## src/rtl/cfg_route_pkg.sv

```systemverilog
package cfg_route_pkg;

  localparam int CFG_W  = 32;
  localparam int BUS_W  = 8;
  localparam int DEV_W  = 5;
  localparam int FN_W   = 3;
  localparam int REG_W  = 6;

  localparam int EN_BIT  = 31;
  localparam int BUS_LSB = 16;
  localparam int DEV_LSB = 11;
  localparam int FN_LSB  = 8;
  localparam int REG_LSB = 2;

  localparam logic [CFG_W-1:0] CFG_WMASK = 32'h80FF_FFFC;

  typedef enum logic [1:0] {
    TGT_INT  = 2'd0,
    TGT_LINK = 2'd1,
    TGT_GFX  = 2'd2
  } tgt_e;

  typedef struct packed {
    tgt_e tgt;
    logic type1;
  } route_t;

  function automatic logic dev_is_local(input logic [DEV_W-1:0] dev);
    return (dev < DEV_W'(3)) || (dev == DEV_W'(7));
  endfunction

  function automatic logic bus_below_bridge(input logic [BUS_W-1:0] bus,
                                            input logic [BUS_W-1:0] sec,
                                            input logic [BUS_W-1:0] sub);
    return (bus > sec) && (bus <= sub);
  endfunction

  function automatic route_t pick_route(input logic [BUS_W-1:0] bus,
                                        input logic [DEV_W-1:0] dev,
                                        input logic [BUS_W-1:0] sec,
                                        input logic [BUS_W-1:0] sub);
    route_t r;
    if (bus == '0) begin
      r.tgt   = dev_is_local(dev) ? TGT_INT : TGT_LINK;
      r.type1 = 1'b0;
    end else if (bus == sec) begin
      r.tgt   = TGT_GFX;
      r.type1 = 1'b0;
    end else if (bus_below_bridge(bus, sec, sub)) begin
      r.tgt   = TGT_GFX;
      r.type1 = 1'b1;
    end else begin
      r.tgt   = TGT_LINK;
      r.type1 = 1'b1;
    end
    return r;
  endfunction

endpackage

```

## src/rtl/cfg_port_decode.sv

```systemverilog
module cfg_port_decode #(
  parameter int              ADDR_W    = 16,
  parameter int              BE_W      = 4,
  parameter logic [ADDR_W-1:0] ADDR_PORT = 16'h0CF8,
  parameter logic [ADDR_W-1:0] DATA_PORT = 16'h0CFC
) (
  input  logic              io_valid,
  input  logic [ADDR_W-1:0] io_addr,
  input  logic [BE_W-1:0]   io_be,
  output logic              addr_full,
  output logic              addr_part,
  output logic              win_hit
);
  localparam int LANE_BITS = $clog2(BE_W);

  logic at_addr_port;
  logic in_window;
  logic any_be;
  logic all_be;

  always_comb begin
    at_addr_port = (io_addr == ADDR_PORT);
    in_window    = (io_addr[ADDR_W-1:LANE_BITS] == DATA_PORT[ADDR_W-1:LANE_BITS]);
    any_be       = |io_be;
    all_be       = &io_be;
    addr_full    = io_valid && at_addr_port && all_be;
    addr_part    = io_valid && at_addr_port && any_be && !all_be;
    win_hit      = io_valid && in_window && any_be;
  end
endmodule

```

## src/rtl/cfg_addr_reg.sv

```systemverilog
module cfg_addr_reg
  import cfg_route_pkg::*;
(
  input  logic             clk,
  input  logic             rst_n,
  input  logic             wr_en,
  input  logic [CFG_W-1:0] wdata,
  output logic [CFG_W-1:0] q
);
  always_ff @(posedge clk or negedge rst_n) begin
    if (!rst_n)     q <= '0;
    else if (wr_en) q <= wdata & CFG_WMASK;
  end
endmodule

```

## src/rtl/cfg_route_decide.sv

```systemverilog
module cfg_route_decide
  import cfg_route_pkg::*;
(
  input  logic [CFG_W-1:0] cfg_q,
  input  logic [BUS_W-1:0] sec_bus,
  input  logic [BUS_W-1:0] sub_bus,
  output route_t           route,
  output logic [BUS_W-1:0] f_bus,
  output logic [DEV_W-1:0] f_dev,
  output logic [FN_W-1:0]  f_fn,
  output logic [REG_W-1:0] f_reg
);
  always_comb begin
    f_bus = cfg_q[BUS_LSB +: BUS_W];
    f_dev = cfg_q[DEV_LSB +: DEV_W];
    f_fn  = cfg_q[FN_LSB  +: FN_W];
    f_reg = cfg_q[REG_LSB +: REG_W];
    route = pick_route(f_bus, f_dev, sec_bus, sub_bus);
  end
endmodule

```

## src/rtl/cfg_route_out.sv

```systemverilog
module cfg_route_out
  import cfg_route_pkg::*;
#(
  parameter int ADDR_W = 16,
  parameter int BE_W   = 4
) (
  input  logic              clk,
  input  logic              rst_n,
  input  logic              route_fire,
  input  route_t            route_in,
  input  logic [BUS_W-1:0]  bus_in,
  input  logic [DEV_W-1:0]  dev_in,
  input  logic [FN_W-1:0]   fn_in,
  input  logic [REG_W-1:0]  reg_in,
  input  logic              pass_fire,
  input  logic [ADDR_W-1:0] addr_in,
  input  logic [BE_W-1:0]   be_in,
  output logic              route_valid,
  output logic [1:0]        route_tgt,
  output logic              route_type1,
  output logic [BUS_W-1:0]  route_bus,
  output logic [DEV_W-1:0]  route_dev,
  output logic [FN_W-1:0]   route_fn,
  output logic [REG_W-1:0]  route_reg,
  output logic              io_pass,
  output logic [ADDR_W-1:0] pass_addr,
  output logic [BE_W-1:0]   pass_be
);
  always_ff @(posedge clk or negedge rst_n) begin
    if (!rst_n) begin
      route_valid <= 1'b0;
      route_tgt   <= '0;
      route_type1 <= 1'b0;
      route_bus   <= '0;
      route_dev   <= '0;
      route_fn    <= '0;
      route_reg   <= '0;
    end else begin
      route_valid <= route_fire;
      if (route_fire) begin
        route_tgt   <= route_in.tgt;
        route_type1 <= route_in.type1;
        route_bus   <= bus_in;
        route_dev   <= dev_in;
        route_fn    <= fn_in;
        route_reg   <= reg_in;
      end
    end
  end

  always_ff @(posedge clk or negedge rst_n) begin
    if (!rst_n) begin
      io_pass   <= 1'b0;
      pass_addr <= '0;
      pass_be   <= '0;
    end else begin
      io_pass <= pass_fire;
      if (pass_fire) begin
        pass_addr <= addr_in;
        pass_be   <= be_in;
      end
    end
  end
endmodule

```

## src/rtl/cfg_route_top.sv

```systemverilog
module cfg_route_top
  import cfg_route_pkg::*;
#(
  parameter int                ADDR_W    = 16,
  parameter int                BE_W      = 4,
  parameter logic [ADDR_W-1:0] ADDR_PORT = 16'h0CF8,
  parameter logic [ADDR_W-1:0] DATA_PORT = 16'h0CFC
) (
  input  logic              clk,
  input  logic              rst_n,
  input  logic              io_valid,
  input  logic              io_write,
  input  logic [15:0]       io_addr,
  input  logic [3:0]        io_be,
  input  logic [31:0]       io_wdata,
  output logic [31:0]       io_rdata,
  input  logic [7:0]        sec_bus,
  input  logic [7:0]        sub_bus,
  output logic              route_valid,
  output logic [1:0]        route_tgt,
  output logic              route_type1,
  output logic [7:0]        route_bus,
  output logic [4:0]        route_dev,
  output logic [2:0]        route_fn,
  output logic [5:0]        route_reg,
  output logic              io_pass,
  output logic [15:0]       pass_addr,
  output logic [3:0]        pass_be
);
  logic             addr_full;
  logic             addr_part;
  logic             win_hit;
  logic             cfg_en;
  logic             reg_wr;
  logic             reg_rd;
  logic             route_fire;
  logic             pass_fire;
  logic [CFG_W-1:0] cfg_q;
  route_t           route_c;
  logic [BUS_W-1:0] f_bus;
  logic [DEV_W-1:0] f_dev;
  logic [FN_W-1:0]  f_fn;
  logic [REG_W-1:0] f_reg;

  cfg_port_decode #(
    .ADDR_W(ADDR_W), .BE_W(BE_W), .ADDR_PORT(ADDR_PORT), .DATA_PORT(DATA_PORT)
  ) u_dec (
    .io_valid (io_valid),
    .io_addr  (io_addr),
    .io_be    (io_be),
    .addr_full(addr_full),
    .addr_part(addr_part),
    .win_hit  (win_hit)
  );

  always_comb begin
    reg_wr     = addr_full && io_write;
    reg_rd     = addr_full && !io_write;
    cfg_en     = cfg_q[EN_BIT];
    route_fire = win_hit && cfg_en;
    pass_fire  = addr_part || (win_hit && !cfg_en);
    io_rdata   = reg_rd ? cfg_q : '0;
  end

  cfg_addr_reg u_reg (
    .clk  (clk),
    .rst_n(rst_n),
    .wr_en(reg_wr),
    .wdata(io_wdata),
    .q    (cfg_q)
  );

  cfg_route_decide u_decide (
    .cfg_q  (cfg_q),
    .sec_bus(sec_bus),
    .sub_bus(sub_bus),
    .route  (route_c),
    .f_bus  (f_bus),
    .f_dev  (f_dev),
    .f_fn   (f_fn),
    .f_reg  (f_reg)
  );

  cfg_route_out #(.ADDR_W(ADDR_W), .BE_W(BE_W)) u_out (
    .clk        (clk),
    .rst_n      (rst_n),
    .route_fire (route_fire),
    .route_in   (route_c),
    .bus_in     (f_bus),
    .dev_in     (f_dev),
    .fn_in      (f_fn),
    .reg_in     (f_reg),
    .pass_fire  (pass_fire),
    .addr_in    (io_addr),
    .be_in      (io_be),
    .route_valid(route_valid),
    .route_tgt  (route_tgt),
    .route_type1(route_type1),
    .route_bus  (route_bus),
    .route_dev  (route_dev),
    .route_fn   (route_fn),
    .route_reg  (route_reg),
    .io_pass    (io_pass),
    .pass_addr  (pass_addr),
    .pass_be    (pass_be)
  );
endmodule

```

## config.mk

```make
export PLATFORM = sky130hd
export DESIGN_NAME = cfg_route_top
export DESIGN_NICKNAME = d
export VERILOG_FILES = /design/src/rtl/cfg_route_pkg.sv /design/src/rtl/cfg_port_decode.sv /design/src/rtl/cfg_addr_reg.sv /design/src/rtl/cfg_route_decide.sv /design/src/rtl/cfg_route_out.sv /design/src/rtl/cfg_route_top.sv
export SDC_FILE = /design/constraint.sdc
export NUM_CORES = 1
export LEC_CHECK = 0
export BUFFER_PORTS_ARGS = -buffer_cell sky130_fd_sc_hd__buf_2
export CAP_MARGIN = 10
export CELL_PAD_IN_SITES_DETAIL_PLACEMENT = 0
export CELL_PAD_IN_SITES_GLOBAL_PLACEMENT = 2
export CORE_UTILIZATION = 31
export DETAILED_ROUTE_END_ITERATION = 8
export PLACE_DENSITY = 0.94
export SYNTH_ARGS = -nofsm -noshare
export SYNTH_HDL_FRONTEND = slang
export SYNTH_SLANG_ARGS = --single-unit
```

## constraint.sdc

```tcl
create_clock -name clk -period 3.2 [get_ports clk]
set_clock_uncertainty 0.15 [all_clocks]
set_input_delay 0.16 -clock clk [delete_from_list [all_inputs] [get_ports clk]]
set_output_delay 0.16 -clock clk [all_outputs]
set_load 0.1 [all_outputs]
```

# Word level (Yosys, flattened, before mapping)

Cells that the tools add are included.

Flip-flop bits (word level): 70
Bits in latches: 0
Memory bits (writable): 0
ROM bits: 0
Bits of input ports: 72
Output and inout bits: 79
Logic and storage cells: 42
Memories: 0

Add/subtract/negate cells: 0
$mul: 0
Div/mod/pow operators: 0
Magnitude comparators: 3
Equal/unequal tests: 4
Shifts and indexed selects: 0
Muxes and demuxes: 5
Bitwise logic cells: 0
Reduce and logical (&&, ||, !) cells: 19

Operator list:

| kind                                                | number |
|---|---|
| two-way mux 32 bit                                  | 1 |
| == test 16 x 12 -> 1 bit (second input constant)    | 1 |
| == test 14 x 10 -> 1 bit (second input constant)    | 1 |
| logical AND 1 bit                                   | 11 |
| two-way mux 3 bit                                   | 3 |
| == test 8 bit                                       | 1 |
| > comparator 8 bit                                  | 1 |
| <= comparator 8 bit                                 | 1 |
| zero test 8 bit                                     | 1 |
| == test 5 x 3 -> 1 bit (second input constant)      | 1 |
| < comparator 5 x 2 -> 1 bit (second input constant) | 1 |
| AND reduction 4 bit                                 | 1 |
| OR reduction 4 bit                                  | 1 |
| zero test 1 bit                                     | 3 |
| logical OR 1 bit                                    | 2 |
| two-way mux 1 bit                                   | 1 |

# Longest topological paths before layout

Word-level depth: 5
Gate-level depth with buffers: 7
Depth with buffers taken out: 7

# Cells and area by module

Synthesis repeated with hierarchy kept, for this count alone.

Cells, all modules: 295
Area, all modules: 3766.1 um2

By module, submodules not included:

| module           | instances | cells each | area each (um2) | sequential area each (um2) |
|---|---|---|---|---|
| cfg_route_out    | 1         | 97         | 1819.2          | 1176.1 |
| cfg_addr_reg     | 1         | 58         | 928.4           | 575.6 |
| cfg_route_decide | 1         | 89         | 630.6           | 0.0 |
| cfg_route_top    | 1         | 40         | 299.0           | 0.0 |
| cfg_port_decode  | 1         | 11         | 88.8            | 0.0 |

# Worst setup path after synthesis

No wires, ideal clock.

Kind: input -> output
Start point: input io_addr[13]
End point: output io_rdata[16]
Arrival time: 3.073 ns
Data required time: 2.890 ns
Path slack: -0.183 ns
Stages: 4
Path buffers: 0
Cell sequence: or4b_1 nor4_4 nand3_1 nor3_1

Word-level cells in the longest chain between the ends: 5

RTL lines:

| item                           | line                  | text |
|---|---|---|
| start, declared                | cfg_route_top.sv:13   | `input logic [15:0] io_addr,` |
| == test 16 x 12 -> 1 bit       | cfg_port_decode.sv:22 | `at_addr_port = (io_addr == ADDR_PORT);` |
| logical AND 1 bit (2 in a row) | cfg_port_decode.sv:26 | `addr_full = io_valid && at_addr_port && all_be;` |
| logical AND 1 bit              | cfg_route_top.sv:58   | `reg_rd = addr_full && !io_write;` |
| two-way mux 32 bit             | cfg_route_top.sv:62   | `io_rdata = reg_rd ? cfg_q : '0;` |
| end, declared                  | cfg_route_top.sv:16   | `output logic [31:0] io_rdata,` |

No other way between the ends.

# Worst setup path in the final report

Start point: input io_addr[1]
End point: output io_rdata[15]

Same word-level chain as after synthesis.

==> results.ini <==
[run_status]
status=finished, final reports clean

[logic_synthesis]
synth_fa_ha_area_share_pct=6.07
ys_types=33
syn-cell-area_um2=3300
synth_top_family_by_area=multiplexers
synth_enable_flop_cells=0
synth.top_cell.area_share_pct=53.1
yosysWarnings=0
synth_cells=265
synthMuxAreaShare_pct=18.0
ys_async_sr_fraction_pct=100
synthTopCellsByArea=dfrtp_1 (53%), mux2_2 (18%), ha_1 (6.1%)
synth_common_cells=dfrtp_1 (70), mux2_2 (52), and2_1 (23), inv_1 (18), ha_1 (16)
synth_area_leader_cell=dfrtp_1
synth_xor_xnor_area_share_pct=0.265
avgSynthCellArea_um2=12.5
synth.most_common_cell=dfrtp_1
synth-simple-area-share_pct=13.4
synthFlopType=dfrtp_1
synth_compound_area_share_pct=3.30
ys_seq_elements=70
ys_seq_area_share_pct=53.1

[clocking]
clock_latency_ns=0.34
root_buffer=clkbuf_8
numCtsBuffers=9
clock_sinks=70
tritoncts=done
cts.reportedPaths.clkPinSlew_ns=0.07
clockBufferDepth=2
ctsHtreeMaxLevel=3
ctsResizeCount=0

[global_route]
track_usage_pct=15.3
grt-ovfl-total=0
grt_max_degree=71
grt_pass1_wl_mm=13.1
grt_pass1_vias=2714
antenna_found_initial=0

[layout]
fin_area_um2=4950
drive_gt1_share_pct=49.0
fin_nets=521
largest_register_ffs=23
largest-register=u_reg.q
fin_util_pct=48.0
top_regs=u_reg.q: 23 flops, u_out.pass_addr: 16 flops, u_out.route_bus: 8 flops
antenna_cells=0
syn_to_final_growth_pct=50.0

[routing]
routedWlPerCell_um=14.0
first_pass_iters=4
wl_mm=8.00
avgViaCountPerCell=4.45
drt-initial-drc-count=59
ant_nets=0
route.detailed.drc=0
vias=2549

[sta]
rsz0062_at_grt=false
holdWs_ns=0.0870
fin_tns_setup_ns=0
worst-slew-pin-transition_ns=0.897
fmaxAchievable_mhz=421
relSlewSlack_pct=40.2
timing_hold_violations_final=0
finalCriticalPeriod_ns=2.38
period_share_pct=74.3
slew_viol_final=0
setup_viol=0

[place]
place_hpwl_mm=5.59
place_congestion=0.798
dpl_cell_area_um2=4420
io_buffers=132

[die]
die_w_um=105
start_util_pct=32.0
die_y_um=105
core_um2=10300
ios=151
die-area_um2=11100
rows=37

[worst_setup_path]
path_cells=dlygate4sd3_1, buf_2, nor3_1, nand3_1, nor2_1, buf_4, and2_1, buf_12
worstSetupPathType=primary input to primary output
path_max_fanout=22
arrival_ns=2.07
crit_slowest_cell=dlygate4sd3_1
cp_top_family=buffers and inverters
slowest_delay_ns=0.55
crit_path_start_kind=primary input
critPathBufInv=4
critPathCaptureType=primary output
required_ns=2.89

[power]
peakVddDrop_mv=0.209
p_leak_nw=2.72
powerDensity_nw_per_um2=382

[run]
drv_cap=0

[min_path]
hp-class=primary input to flop

[tightest hold or removal path, cell delays in order]
cell and delay (ns):
buf_2 0.12, nor2b_1 0.13, nand2_1 0.06, o21ai_0 0.06
[area by class of cell]
type	instances	area (um2)
clock buffers	9	124
clock inverters	6	111
fillers	944	5370
inverters	18	67.6
multi-input cells	167	1400
flip-flops and latches	70	1750
well taps	136	170
repair buffers	167	1330
[what timing repair did]
item                      in CTS  in global routing
hold buffers                  30                  0
hold endpoints to repair      99                  0
buffers inserted               0                  0
[stage by stage]
stage	std cells	total power, mW	worst slack, ns
after CTS	573	1.92	0.819
final	573	1.89	0.822
after global routing	573	1.97	0.637
after global placement	528	1.03	0.745
after detailed placement	528	1.03	0.707
after floorplan	273	0.979	0.662
[logic make-up after synthesis]
kind of cell             Yosys count
buffers and inverters             36
adder cells (fa/ha/maj)           16
XOR/XNOR                           1
AND/OR/NAND/NOR                   70
other                              1
multiplexers                      53
flip-flops                        70
AO/OA/AOI/OAI                     18
[placed cells by master, fill, tap and decap left out, types with 3 or more instances in the layout]
master,n
nand4_1,5
buf_2,109
ha_1,16
nand3_1,4
nor2b_1,9
nand2_1,7
inv_1,18
conb_1,9
dfrtp_1,70
o21ai_0,4
a21oi_1,7
and2_1,23
dlygate4sd3_1,30
mux2_2,52
or2_2,8
buf_4,6
clkbuf_8,9
bufinv_16,3
buf_12,22
[layer usage]
layer / vias to the layer above / track usage [%] / part of all wire (%)
met4: 0 / 4.33 / 0.88
met1: 1231 / 17.3 / 43
li1: 1223 / - / -
met2: 87 / 27.5 / 51
met3: 8 / 4.62 / 5.0
met5: - / 0 / 0
[worst paths after layout]
path / slack [ns] / end / cells after the start / start
setup / recovery: 0.82 / io_rdata[15] / 8 / io_addr[1]
setup reg to reg: 1.16 / u_out.route_tgt[0]$_DFFE_PN0P_ / 6 / u_reg.q[21]$_DFFE_PN0P_
min in group asynchronous: 0.33 / u_out.route_dev[1]$_DFFE_PN0P_ / 2 / rst_n
max in group asynchronous: 1.98 / u_out.pass_addr[8]$_DFFE_PN0P_ / 2 / rst_n
hold / removal: 0.09 / u_out.pass_addr[2]$_DFFE_PN0P_ / 4 / io_addr[2]
hold reg to reg: 0.32 / u_out.pass_addr[5]$_DFFE_PN0P_ / 1 / u_out.pass_addr[5]$_DFFE_PN0P_
[where the power goes]
part	total, mW	internal [mW]	leakage, nW	switching, mW
Combinational	0.158	0.0612	1.64	0.0969
Sequential	0.884	0.884	0.968	0.000164
Clock	0.847	0.513	0.115	0.334
(Power assumes the default switching activity.)
